==> config.mk <==
export PLATFORM = sky130hd
export DESIGN_NAME = xip_flash_reader
export DESIGN_NICKNAME = d
export VERILOG_FILES = /design/src/rtl/xipf_pkg.sv /design/src/rtl/xipf_shift.sv /design/src/rtl/xipf_ctrl.sv /design/src/rtl/xip_flash_reader.sv
export SDC_FILE = /design/constraint.sdc
export NUM_CORES = 1
export LEC_CHECK = 0
export ABC_CLOCK_PERIOD_IN_PS = 3600
export BUFFER_PORTS_ARGS = -buffer_cell sky130_fd_sc_hd__buf_2
export CORE_MARGIN = 1
export CORE_UTILIZATION = 55
export DETAILED_ROUTE_END_ITERATION = 10
export GPL_ROUTABILITY_DRIVEN = 0
export PLACE_DENSITY = 0.75
export RECOVER_POWER = 50
export SYNTH_ARGS = -nofsm -noshare
export SYNTH_HDL_FRONTEND = slang
export SYNTH_SLANG_ARGS = --single-unit
==> constraint.sdc <==
create_clock -name clk -period 3.6 [get_ports clk]
set_clock_uncertainty 0.15 [all_clocks]
set_input_delay 0.36 -clock clk [delete_from_list [all_inputs] [get_ports clk]]
set_output_delay 0.36 -clock clk [all_outputs]
set_load 0.05 [all_outputs]
==> src/rtl/xipf_pkg.sv <==
package xipf_pkg;

    typedef enum logic [1:0] {
        ST_BOOT,
        ST_XFER,
        ST_GAP,
        ST_IDLE
    } seq_state_e;

    typedef enum logic [1:0] {
        TK_WREN,
        TK_CFG,
        TK_FIRST,
        TK_XIP
    } txn_kind_e;

    typedef enum logic [1:0] {
        PH_CMD,
        PH_WAIT,
        PH_DATA
    } xfer_phase_e;

    localparam logic [7:0] OP_WREN = 8'h06;
    localparam logic [7:0] OP_CFG  = 8'h08;
    localparam logic [7:0] OP_FAST = 8'h0B;

endpackage

==> src/rtl/xipf_shift.sv <==
module xipf_shift #(
    parameter int FRAME_W = 32,
    parameter int DATA_W  = 32
) (
    input  logic               clk,
    input  logic               rst_i,
    input  logic               load_i,
    input  logic [FRAME_W-1:0] frame_i,
    input  logic               tx_shift_i,
    input  logic               tx_en_i,
    input  logic               rx_shift_i,
    input  logic               rx_last_i,
    input  logic               cs_n_i,
    input  logic               miso_i,
    output logic               mosi_o,
    output logic [DATA_W-1:0]  rdata_o
);

    localparam int NBYTES = DATA_W / 8;

    typedef struct packed {
        logic [FRAME_W-1:0] tx;
        logic [DATA_W-1:0]  rx;
        logic [DATA_W-1:0]  word;
    } dp_t;

    dp_t dp_d, dp_q;

    logic [DATA_W-1:0] rx_next;
    logic [DATA_W-1:0] arrived;

    assign rx_next = {dp_q.rx[DATA_W-2:0], miso_i};

    // first received byte lands in the lowest lane
    for (genvar b = 0; b < NBYTES; b++) begin : g_lane
        assign arrived[b*8 +: 8] = rx_next[(NBYTES-1-b)*8 +: 8];
    end

    always_comb begin
        dp_d = dp_q;
        if (load_i) begin
            dp_d.tx = frame_i;
        end else if (tx_shift_i) begin
            dp_d.tx = {dp_q.tx[FRAME_W-2:0], 1'b0};
        end
        if (rx_shift_i) begin
            dp_d.rx = rx_next;
            if (rx_last_i) begin
                dp_d.word = arrived;
            end
        end
    end

    always_ff @(posedge clk) begin
        if (rst_i) begin
            dp_q <= '0;
        end else begin
            dp_q <= dp_d;
        end
    end

    assign mosi_o  = tx_en_i & dp_q.tx[FRAME_W-1];
    assign rdata_o = dp_q.word;


    ld_gap_chk: assert property (@(posedge clk) disable iff (rst_i)
        load_i |-> cs_n_i);


    rx_sel_chk: assert property (@(posedge clk) disable iff (rst_i)
        rx_shift_i |-> !cs_n_i);

endmodule

==> src/rtl/xipf_ctrl.sv <==
module xipf_ctrl
    import xipf_pkg::*;
#(
    parameter int         WADDR_W    = 20,
    parameter int         FADDR_W    = 24,
    parameter int         DATA_W     = 32,
    parameter int         DUMMY_CLKS = 4,
    parameter logic [1:0] WRAP_MODE  = 2'b11,
    parameter int         FRAME_W    = 8 + FADDR_W
) (
    input  logic               clk,
    input  logic               rst_i,
    input  logic               rd_strobe_i,
    input  logic [WADDR_W-1:0] rd_addr_i,
    output logic               load_o,
    output logic [FRAME_W-1:0] frame_o,
    output logic               tx_shift_o,
    output logic               tx_en_o,
    output logic               rx_shift_o,
    output logic               rx_last_o,
    output logic               cs_n_o,
    output logic               busy_o
);

    localparam int MAXC  = (FRAME_W > DATA_W) ? FRAME_W : DATA_W;
    localparam int CNT_W = $clog2(MAXC + DUMMY_CLKS + 1);
    localparam logic [7:0] CFG_BYTE = {4'(DUMMY_CLKS), 1'b1, 1'b0, WRAP_MODE};

    typedef struct packed {
        seq_state_e         st;
        txn_kind_e          kind;
        xfer_phase_e        ph;
        logic [CNT_W-1:0]   cnt;
        logic               pend;
        logic [WADDR_W-1:0] paddr;
        logic               done;
        logic               xip;
    } ctl_t;

    ctl_t ctl_d, ctl_q;

    logic               start;
    txn_kind_e          start_kind;
    logic [WADDR_W-1:0] start_addr;

    function automatic logic [FADDR_W-1:0] byte_addr(input logic [WADDR_W-1:0] wa);
        logic [FADDR_W-1:0] ba;
        ba = '0;
        ba[WADDR_W+1:2] = wa;
        return ba;
    endfunction

    function automatic logic [FRAME_W-1:0] frame_for(input txn_kind_e k,
                                                     input logic [WADDR_W-1:0] wa);
        logic [FRAME_W-1:0] f;
        case (k)
            TK_WREN:  f = {OP_WREN, {FADDR_W{1'b0}}};
            TK_CFG:   f = {OP_CFG, CFG_BYTE, {(FADDR_W-8){1'b0}}};
            TK_FIRST: f = {OP_FAST, byte_addr(wa)};
            default:  f = {byte_addr(wa), 8'h00};
        endcase
        return f;
    endfunction

    function automatic logic [CNT_W-1:0] tx_bits(input txn_kind_e k);
        logic [CNT_W-1:0] n;
        case (k)
            TK_WREN:  n = CNT_W'(8);
            TK_CFG:   n = CNT_W'(16);
            TK_FIRST: n = CNT_W'(FRAME_W);
            default:  n = CNT_W'(FADDR_W);
        endcase
        return n;
    endfunction

    function automatic logic has_data(input txn_kind_e k);
        return (k == TK_FIRST) || (k == TK_XIP);
    endfunction

    always_comb begin
        ctl_d      = ctl_q;
        start      = 1'b0;
        start_kind = TK_XIP;
        start_addr = rd_addr_i;
        load_o     = 1'b0;
        frame_o    = '0;

        case (ctl_q.st)
            ST_BOOT: begin
                start      = 1'b1;
                start_kind = TK_WREN;
            end
            ST_XFER: begin
                ctl_d.cnt = ctl_q.cnt - CNT_W'(1);
                case (ctl_q.ph)
                    PH_CMD: begin
                        if (ctl_q.cnt == CNT_W'(1)) begin
                            if (!has_data(ctl_q.kind)) begin
                                ctl_d.st = ST_GAP;
                            end else if (DUMMY_CLKS > 0) begin
                                ctl_d.ph  = PH_WAIT;
                                ctl_d.cnt = CNT_W'(DUMMY_CLKS);
                            end else begin
                                ctl_d.ph  = PH_DATA;
                                ctl_d.cnt = CNT_W'(DATA_W);
                            end
                        end
                    end
                    PH_WAIT: begin
                        if (ctl_q.cnt == CNT_W'(1)) begin
                            ctl_d.ph  = PH_DATA;
                            ctl_d.cnt = CNT_W'(DATA_W);
                        end
                    end
                    default: begin
                        if (ctl_q.cnt == CNT_W'(1)) begin
                            ctl_d.st = ST_GAP;
                        end
                    end
                endcase
            end
            ST_GAP: begin
                case (ctl_q.kind)
                    TK_WREN: begin
                        start      = 1'b1;
                        start_kind = TK_CFG;
                    end
                    TK_CFG: begin
                        ctl_d.done = 1'b1;
                        if (ctl_q.pend || rd_strobe_i) begin
                            start      = 1'b1;
                            start_kind = TK_FIRST;
                            start_addr = rd_strobe_i ? rd_addr_i : ctl_q.paddr;
                            ctl_d.pend = 1'b0;
                        end else begin
                            ctl_d.st = ST_IDLE;
                        end
                    end
                    default: ctl_d.st = ST_IDLE;
                endcase
            end
            default: begin
                if (rd_strobe_i) begin
                    start      = 1'b1;
                    start_kind = ctl_q.xip ? TK_XIP : TK_FIRST;
                end
            end
        endcase

        // a request during setup is parked; the newest address replaces an older one
        if (!ctl_q.done && rd_strobe_i &&
            !(ctl_q.st == ST_GAP && ctl_q.kind == TK_CFG)) begin
            ctl_d.pend  = 1'b1;
            ctl_d.paddr = rd_addr_i;
        end

        if (start) begin
            ctl_d.st   = ST_XFER;
            ctl_d.kind = start_kind;
            ctl_d.ph   = PH_CMD;
            ctl_d.cnt  = tx_bits(start_kind);
            if (start_kind == TK_FIRST) begin
                ctl_d.xip = 1'b1;
            end
            load_o  = 1'b1;
            frame_o = frame_for(start_kind, start_addr);
        end
    end

    always_ff @(posedge clk) begin
        if (rst_i) begin
            ctl_q.st    <= ST_BOOT;
            ctl_q.kind  <= TK_WREN;
            ctl_q.ph    <= PH_CMD;
            ctl_q.cnt   <= '0;
            ctl_q.pend  <= 1'b0;
            ctl_q.paddr <= '0;
            ctl_q.done  <= 1'b0;
            ctl_q.xip   <= 1'b0;
        end else begin
            ctl_q <= ctl_d;
        end
    end

    assign cs_n_o     = (ctl_q.st != ST_XFER);
    assign busy_o     = (ctl_q.st != ST_IDLE);
    assign tx_en_o    = (ctl_q.st == ST_XFER) && (ctl_q.ph == PH_CMD);
    assign tx_shift_o = tx_en_o;
    assign rx_shift_o = (ctl_q.st == ST_XFER) && (ctl_q.ph == PH_DATA);
    assign rx_last_o  = rx_shift_o && (ctl_q.cnt == CNT_W'(1));


    setup_busy_chk: assert property (@(posedge clk) disable iff (rst_i)
        !ctl_q.done |-> busy_o);


    pend_keep_chk: assert property (@(posedge clk) disable iff (rst_i)
        (ctl_q.pend && !ctl_q.done) |=> (ctl_q.pend || ctl_q.st == ST_XFER));


    data_kind_chk: assert property (@(posedge clk) disable iff (rst_i)
        rx_shift_o |-> (ctl_q.kind == TK_FIRST || ctl_q.kind == TK_XIP));


    xip_entry_chk: assert property (@(posedge clk) disable iff (rst_i)
        $rose(ctl_q.xip) |-> (ctl_q.st == ST_XFER && ctl_q.kind == TK_FIRST));

endmodule

==> src/rtl/xip_flash_reader.sv <==
module xip_flash_reader #(
    parameter int         WADDR_W    = 20,
    parameter int         FADDR_W    = 24,
    parameter int         DATA_W     = 32,
    parameter int         DUMMY_CLKS = 4,
    parameter logic [1:0] WRAP_MODE  = 2'b11
) (
    input  logic               clk,
    input  logic               rst_i,
    input  logic               rd_strobe_i,
    input  logic [WADDR_W-1:0] rd_addr_i,
    output logic [DATA_W-1:0]  rd_data_o,
    output logic               busy_o,
    output logic               flash_clk_o,
    output logic               flash_cs_n_o,
    output logic               flash_mosi_o,
    input  logic               flash_miso_i
);

    localparam int FRAME_W = 8 + FADDR_W;

    logic               load;
    logic [FRAME_W-1:0] frame;
    logic               tx_shift;
    logic               tx_en;
    logic               rx_shift;
    logic               rx_last;
    logic               cs_n;

    xipf_ctrl #(
        .WADDR_W    (WADDR_W),
        .FADDR_W    (FADDR_W),
        .DATA_W     (DATA_W),
        .DUMMY_CLKS (DUMMY_CLKS),
        .WRAP_MODE  (WRAP_MODE),
        .FRAME_W    (FRAME_W)
    ) u_ctrl (
        .clk         (clk),
        .rst_i       (rst_i),
        .rd_strobe_i (rd_strobe_i),
        .rd_addr_i   (rd_addr_i),
        .load_o      (load),
        .frame_o     (frame),
        .tx_shift_o  (tx_shift),
        .tx_en_o     (tx_en),
        .rx_shift_o  (rx_shift),
        .rx_last_o   (rx_last),
        .cs_n_o      (cs_n),
        .busy_o      (busy_o)
    );

    xipf_shift #(
        .FRAME_W (FRAME_W),
        .DATA_W  (DATA_W)
    ) u_shift (
        .clk        (clk),
        .rst_i      (rst_i),
        .load_i     (load),
        .frame_i    (frame),
        .tx_shift_i (tx_shift),
        .tx_en_i    (tx_en),
        .rx_shift_i (rx_shift),
        .rx_last_i  (rx_last),
        .cs_n_i     (cs_n),
        .miso_i     (flash_miso_i),
        .mosi_o     (flash_mosi_o),
        .rdata_o    (rd_data_o)
    );

    // flash samples MOSI on its rising edge, i.e. mid-cycle of the system clock
    assign flash_clk_o  = ~cs_n & ~clk;
    assign flash_cs_n_o = cs_n;

endmodule

# After elaboration in Yosys (flattened, before gate mapping)
# Index checks and enable logic that the tools add are counted.
[totals]
register_bits = 130
input_bits = 24
output_inout_bits = 36
[classes]
reduce_logical = 30
mux = 36
eq_ne = 25
n_bitwise = 4
n_addsub = 1
[ops]
columns = ["op", "n"]
rows = [
  ["$mux W32", 3],
  ["$pmux W30 S3", 1],
  ["$mux W20", 4],
  ["$mux W8", 4],
  ["$mux W21", 1],
  ["$pmux W6 S3", 1],
  ["$pmux W2 S2", 4],
  ["$pmux W8 S2", 1],
  ["$reduce_bool A2 Y1", 7],
  ["$reduce_and A6 Y1", 2],
  ["$mux W11", 1],
  ["$eq A2 B2 Y1 const B", 5],
  ["$mux W2", 5],
  ["$ne A2 B1 Y1 const B", 5],
  ["$eq A2 B1 Y1 const B", 4],
  ["$logic_not A2 Y1", 4],
  ["$mux W1", 8],
  ["$ne A4 B3 Y1 const B", 2],
  ["$eq A6 B1 Y1 const B", 1],
  ["$logic_and A1 B1 Y1", 6],
  ["$ne A2 B2 Y1 const B", 3],
  ["$ne A3 B2 Y1 const B", 2],
  ["$ne A3 B3 Y1 const B", 2],
  ["$pmux W2 S3", 1],
  ["13 further kinds", 19],
]

# Longest topological paths before layout
[logic_depth]
ltp_word = 8
ltp_mapped = 13

# Modules after synthesis
# From an unflattened synthesis, not the netlist that was laid out.
[hier_totals]
hier_cells = 752
area_unflattened_um2 = 6855.3
[by_module_without_submodules]
columns = ["mod", "area_per_inst_um2", "cells_per_inst", "n_inst"]
rows = [
  ["xipf_shift", 4426.7, 422, 1],
  ["xipf_ctrl", 2424.8, 329, 1],
  ["xip_flash_reader", 3.8, 1, 1],
]

==> impl_metrics.toml <==
[outcome]
status = "complete, but fails checks"
violations = "max-capacitance violations, max-slew violations"

[place]
place_inst = 894
portBuffers = 59
dpl.hpwl_um = 9220
dpl_cell_area_sq_um = 6410

[sta]
rsz0062_at_grt = "false"
slew_headroom_pct = -7.50
period_share_pct = 89.1
tightestPinTransition_ns = 1.61
slew_viol_final = 22
min_period_ns = 3.21
hold_viol = 0
finalSetupTns_ns = 0
setup_viol = 0
clock.fmax_ghz = 0.312

[die]
core_area_sq_um = 11400
chipWidth_um = 110
start_util_pct = 56.3
die_y_um = 110
placementRows = 39
dieArea_sq_um = 12100
pin_count = 60

[cells_and_area]
layout-drive-gt1-share_pct = 11.7
finish.utilization_pct = 63.4
n_antenna_cell = 0
stdcell_count = 947
finalInstanceArea_sq_um = 7210
final_nets = 827
areaGrowthSynthToFinish_pct = 12.7
nFillCells = 968

[worst_setup_path]
cp-end-kind = "flip-flop"
worstPathMaxFanout = 15
cpPeakStageDelay_ns = 0.47
cp_slowest_cell = "dfxtp_1"
critPathKind = "flip-flop to flip-flop"
crit_arrival_ns = 3.43
r2r-end = "u_shift.dp_q[80]$_SDFFE_PP0P_"
r2r_slack_ns = 0.39
reg2regPathDepth = 12
cp.required_ns = 3.82
crit_path_start_kind = "flip-flop"
r2r_start = "u_ctrl.ctl_q[33]$_SDFFE_PP0P_"
cp_cell_sequence = "inv_1 > ha_1 > o21ai_0 > nor2_1 > a211oi_2 > inv_1 > ha_1 > nor2b_1 > buf_4 > a222oi_1 > o21bai_1 > a221oi_1"

[logic_synthesis]
ys_ff_latch = 128
syn-num-nets = 813
synthCells = 777
synth-edff-count = 0
async_reset_ff_share_pct = 0
yosysWarnings = 0
yosysSeqAreaShare_pct = 40.1
synth.area.top_cells = "dfxtp_1 40%, nand2_1 10%, a21oi_1 6.3%"
synth_flop_cell = "dfxtp_1"
yosysTopAreaCell = "dfxtp_1"
synth_top_area_share_pct = 40.1
synth_area_sq_um = 6400
synth_cell_types = 61
syn_avg_cell_area_sq_um = 8.23

[worst_hold_path]
hold_start = "rd_addr_i[19]"
whs_endpoint = "u_ctrl.ctl_q[21]$_SDFFE_PP0P_"
hold_class = "input pin to flip-flop"
hold_path_depth = 3

[job]
max-cap-violations = 1

[clocking]
clk_pin_slew_ns = 0.06
post_cts_buffers = 0
cts_tree = "built"
clock_latency_ns = 0.53

[global_route]
grt_pass1_vias = 4911
groute.usage.overall_pct = 25.5
antenna_found_initial = 0
grt_max_degree = 65
grt_pass1_wl_um = 23700
overflow = 0

[route]
viasPerCell = 5.86
drcViolationCount = 0
routed_wl_um = 14700
dr.pass1.iters = 6
drt_iter0_drc = 575
wl_per_cell_um = 15.5
drtAntennaViolNets = 0
num_vias = 5546

[power_and_ir_drop]
pwr_density_cell_nw_per_um2 = 769
vdd_drop_max_uv = 449
p_leak_nw = 2.63
what timing repair did:
item | CTS | global route
setup endpoints to repair | 0 | 6
hold buffers | 18 | 0
endpoints found under the hold margin | 19 | 0
gates resized for setup | 0 | 1
power by group:
group	internal [W]	switching, W	total (W)
clock network	0.00117	0.000716	0.00189
logic	0.000705	0.00120	0.00191
registers	0.00160	0.000147	0.00174
total	0.00348	0.00206	0.00554
cells by family after synthesis:
family / count (synthesis) / share of synthesized area, %
AOI/OAI and AO/OA: 213 / 22.7
adders and majority gates: 12 / 2.35
buffers and inverters: 108 / 9.72
DFF: 128 / 40.1
muxes: 34 / 5.38
and+or+nand+nor: 282 / 19.8
how the worst max path moves through the flow:
| stage | startpoint | endpoint | slack, ns | cells past startpoint |
|---|---|---|---|---|
| after CTS | u_ctrl.ctl_q[33]$_SDFFE_PP0P_ | u_shift.dp_q[80]$_SDFFE_PP0P_ | 0.28 | 12 |
| final | u_ctrl.ctl_q[33]$_SDFFE_PP0P_ | u_shift.dp_q[80]$_SDFFE_PP0P_ | 0.39 | 12 |
| after global routing | u_ctrl.ctl_q[33]$_SDFFE_PP0P_ | u_shift.dp_q[83]$_SDFFE_PP0P_ | 0.16 | 12 |
| after global placement | u_ctrl.ctl_q[33]$_SDFFE_PP0P_ | u_shift.dp_q[80]$_SDFFE_PP0P_ | 0.54 | 12 |
| after detailed placement | u_ctrl.ctl_q[33]$_SDFFE_PP0P_ | u_shift.dp_q[80]$_SDFFE_PP0P_ | 0.31 | 12 |
| after floorplan | clk | flash_clk_o | 0.65 | 1 |
sequential cells by signal, summed over array words and instances, names as in the netlist:
signal	cells
u_shift.rdata_o	32
u_shift.dp_q	30
u_ctrl.ctl_q	35
u_shift.arrived	31
stage by stage:
| step | power, W | worst slack, ns | hold WS, ns |
|---|---|---|---|
| floorplan | 0.00330 | 0.645 | 0.279 |
| global placement | 0.00357 | 0.539 | 0.290 |
| detailed placement | 0.00363 | 0.314 | 0.297 |
| CTS | 0.00552 | 0.280 | 0.00944 |
| global route | 0.00583 | 0.156 | 0.0403 |
| finish | 0.00554 | 0.392 | 0.0142 |
worst max-delay path, delay by kind of cell (launching register included):
kind	cells	cell delay, ns
fa+ha+maj	2	0.68
simple gates	2	0.28
compound gates	5	1.00
flops	1	0.47
buf+inv	3	0.48
area by class of cell:
type | instances | area (sq um) | share of cell area (%)
multi-input combinational | 541 | 3230 | 44.8
sequential | 128 | 2560 | 35.6
timing repair buffer | 89 | 532 | 7.38
clock buffer | 22 | 509 | 7.07
tap | 143 | 179 | 2.48
clock inverter | 14 | 158 | 2.19
inverter | 10 | 40.0 | 0.556
synthesized netlist by cell type, types with 5 or more instances:
master     instances
a211oi_1          25
a211oi_2           7
a21boi_0          11
a21oi_1           81
a222oi_1           7
and2_0             8
and3_1            16
buf_2             18
buf_4             41
buf_6              5
clkbuf_1          31
dfxtp_1          128
ha_1              12
inv_1              9
mux2i_1           31
nand2_1          174
nand3_1            6
nor2_1            37
nor3_1             9
o2111ai_1          5
o211ai_1          11
o21ai_0           29
o21bai_1           8
metal layers:
layer / GRT usage (%) / vias up / part of all wire, %
met5: 0 / - / 0
met4: 12.3 / 0 / 2.2
met3: 5.93 / 34 / 6.4
met2: 40.2 / 211 / 48
met1: 32.8 / 2588 / 43
li1: - / 2713 / -
cell usage in the layout (no fill, tap or decap), types with 3 or more instances in the layout:
master / instances
nand2_1: 174
dfxtp_1: 128
a21oi_1: 81
nor2_1: 37
clkbuf_1: 36
mux2i_1: 31
o21ai_0: 29
buf_2: 25
a211oi_1: 24
clkbuf_16: 20
dlygate4sd3_1: 18
and3_1: 16
ha_1: 12
a21boi_0: 11
o211ai_1: 11
buf_4: 10
inv_1: 9
nor3_1: 9
a211oi_2: 8
o21bai_1: 8
and2_0: 8
a222oi_1: 7
nand3_1: 6
o2111ai_1: 5
clkinv_4: 5
or3_1: 4
o41ai_2: 4
nor2b_1: 4
a311oi_1: 4
a31oi_1: 4
and2_1: 3
nand3b_1: 3
mux2_1: 3
a221oi_1: 3
nand4_1: 3
inv_6: 3
clkinvlp_4: 3
No activity file was read; power rests on OpenSTA's default activity.
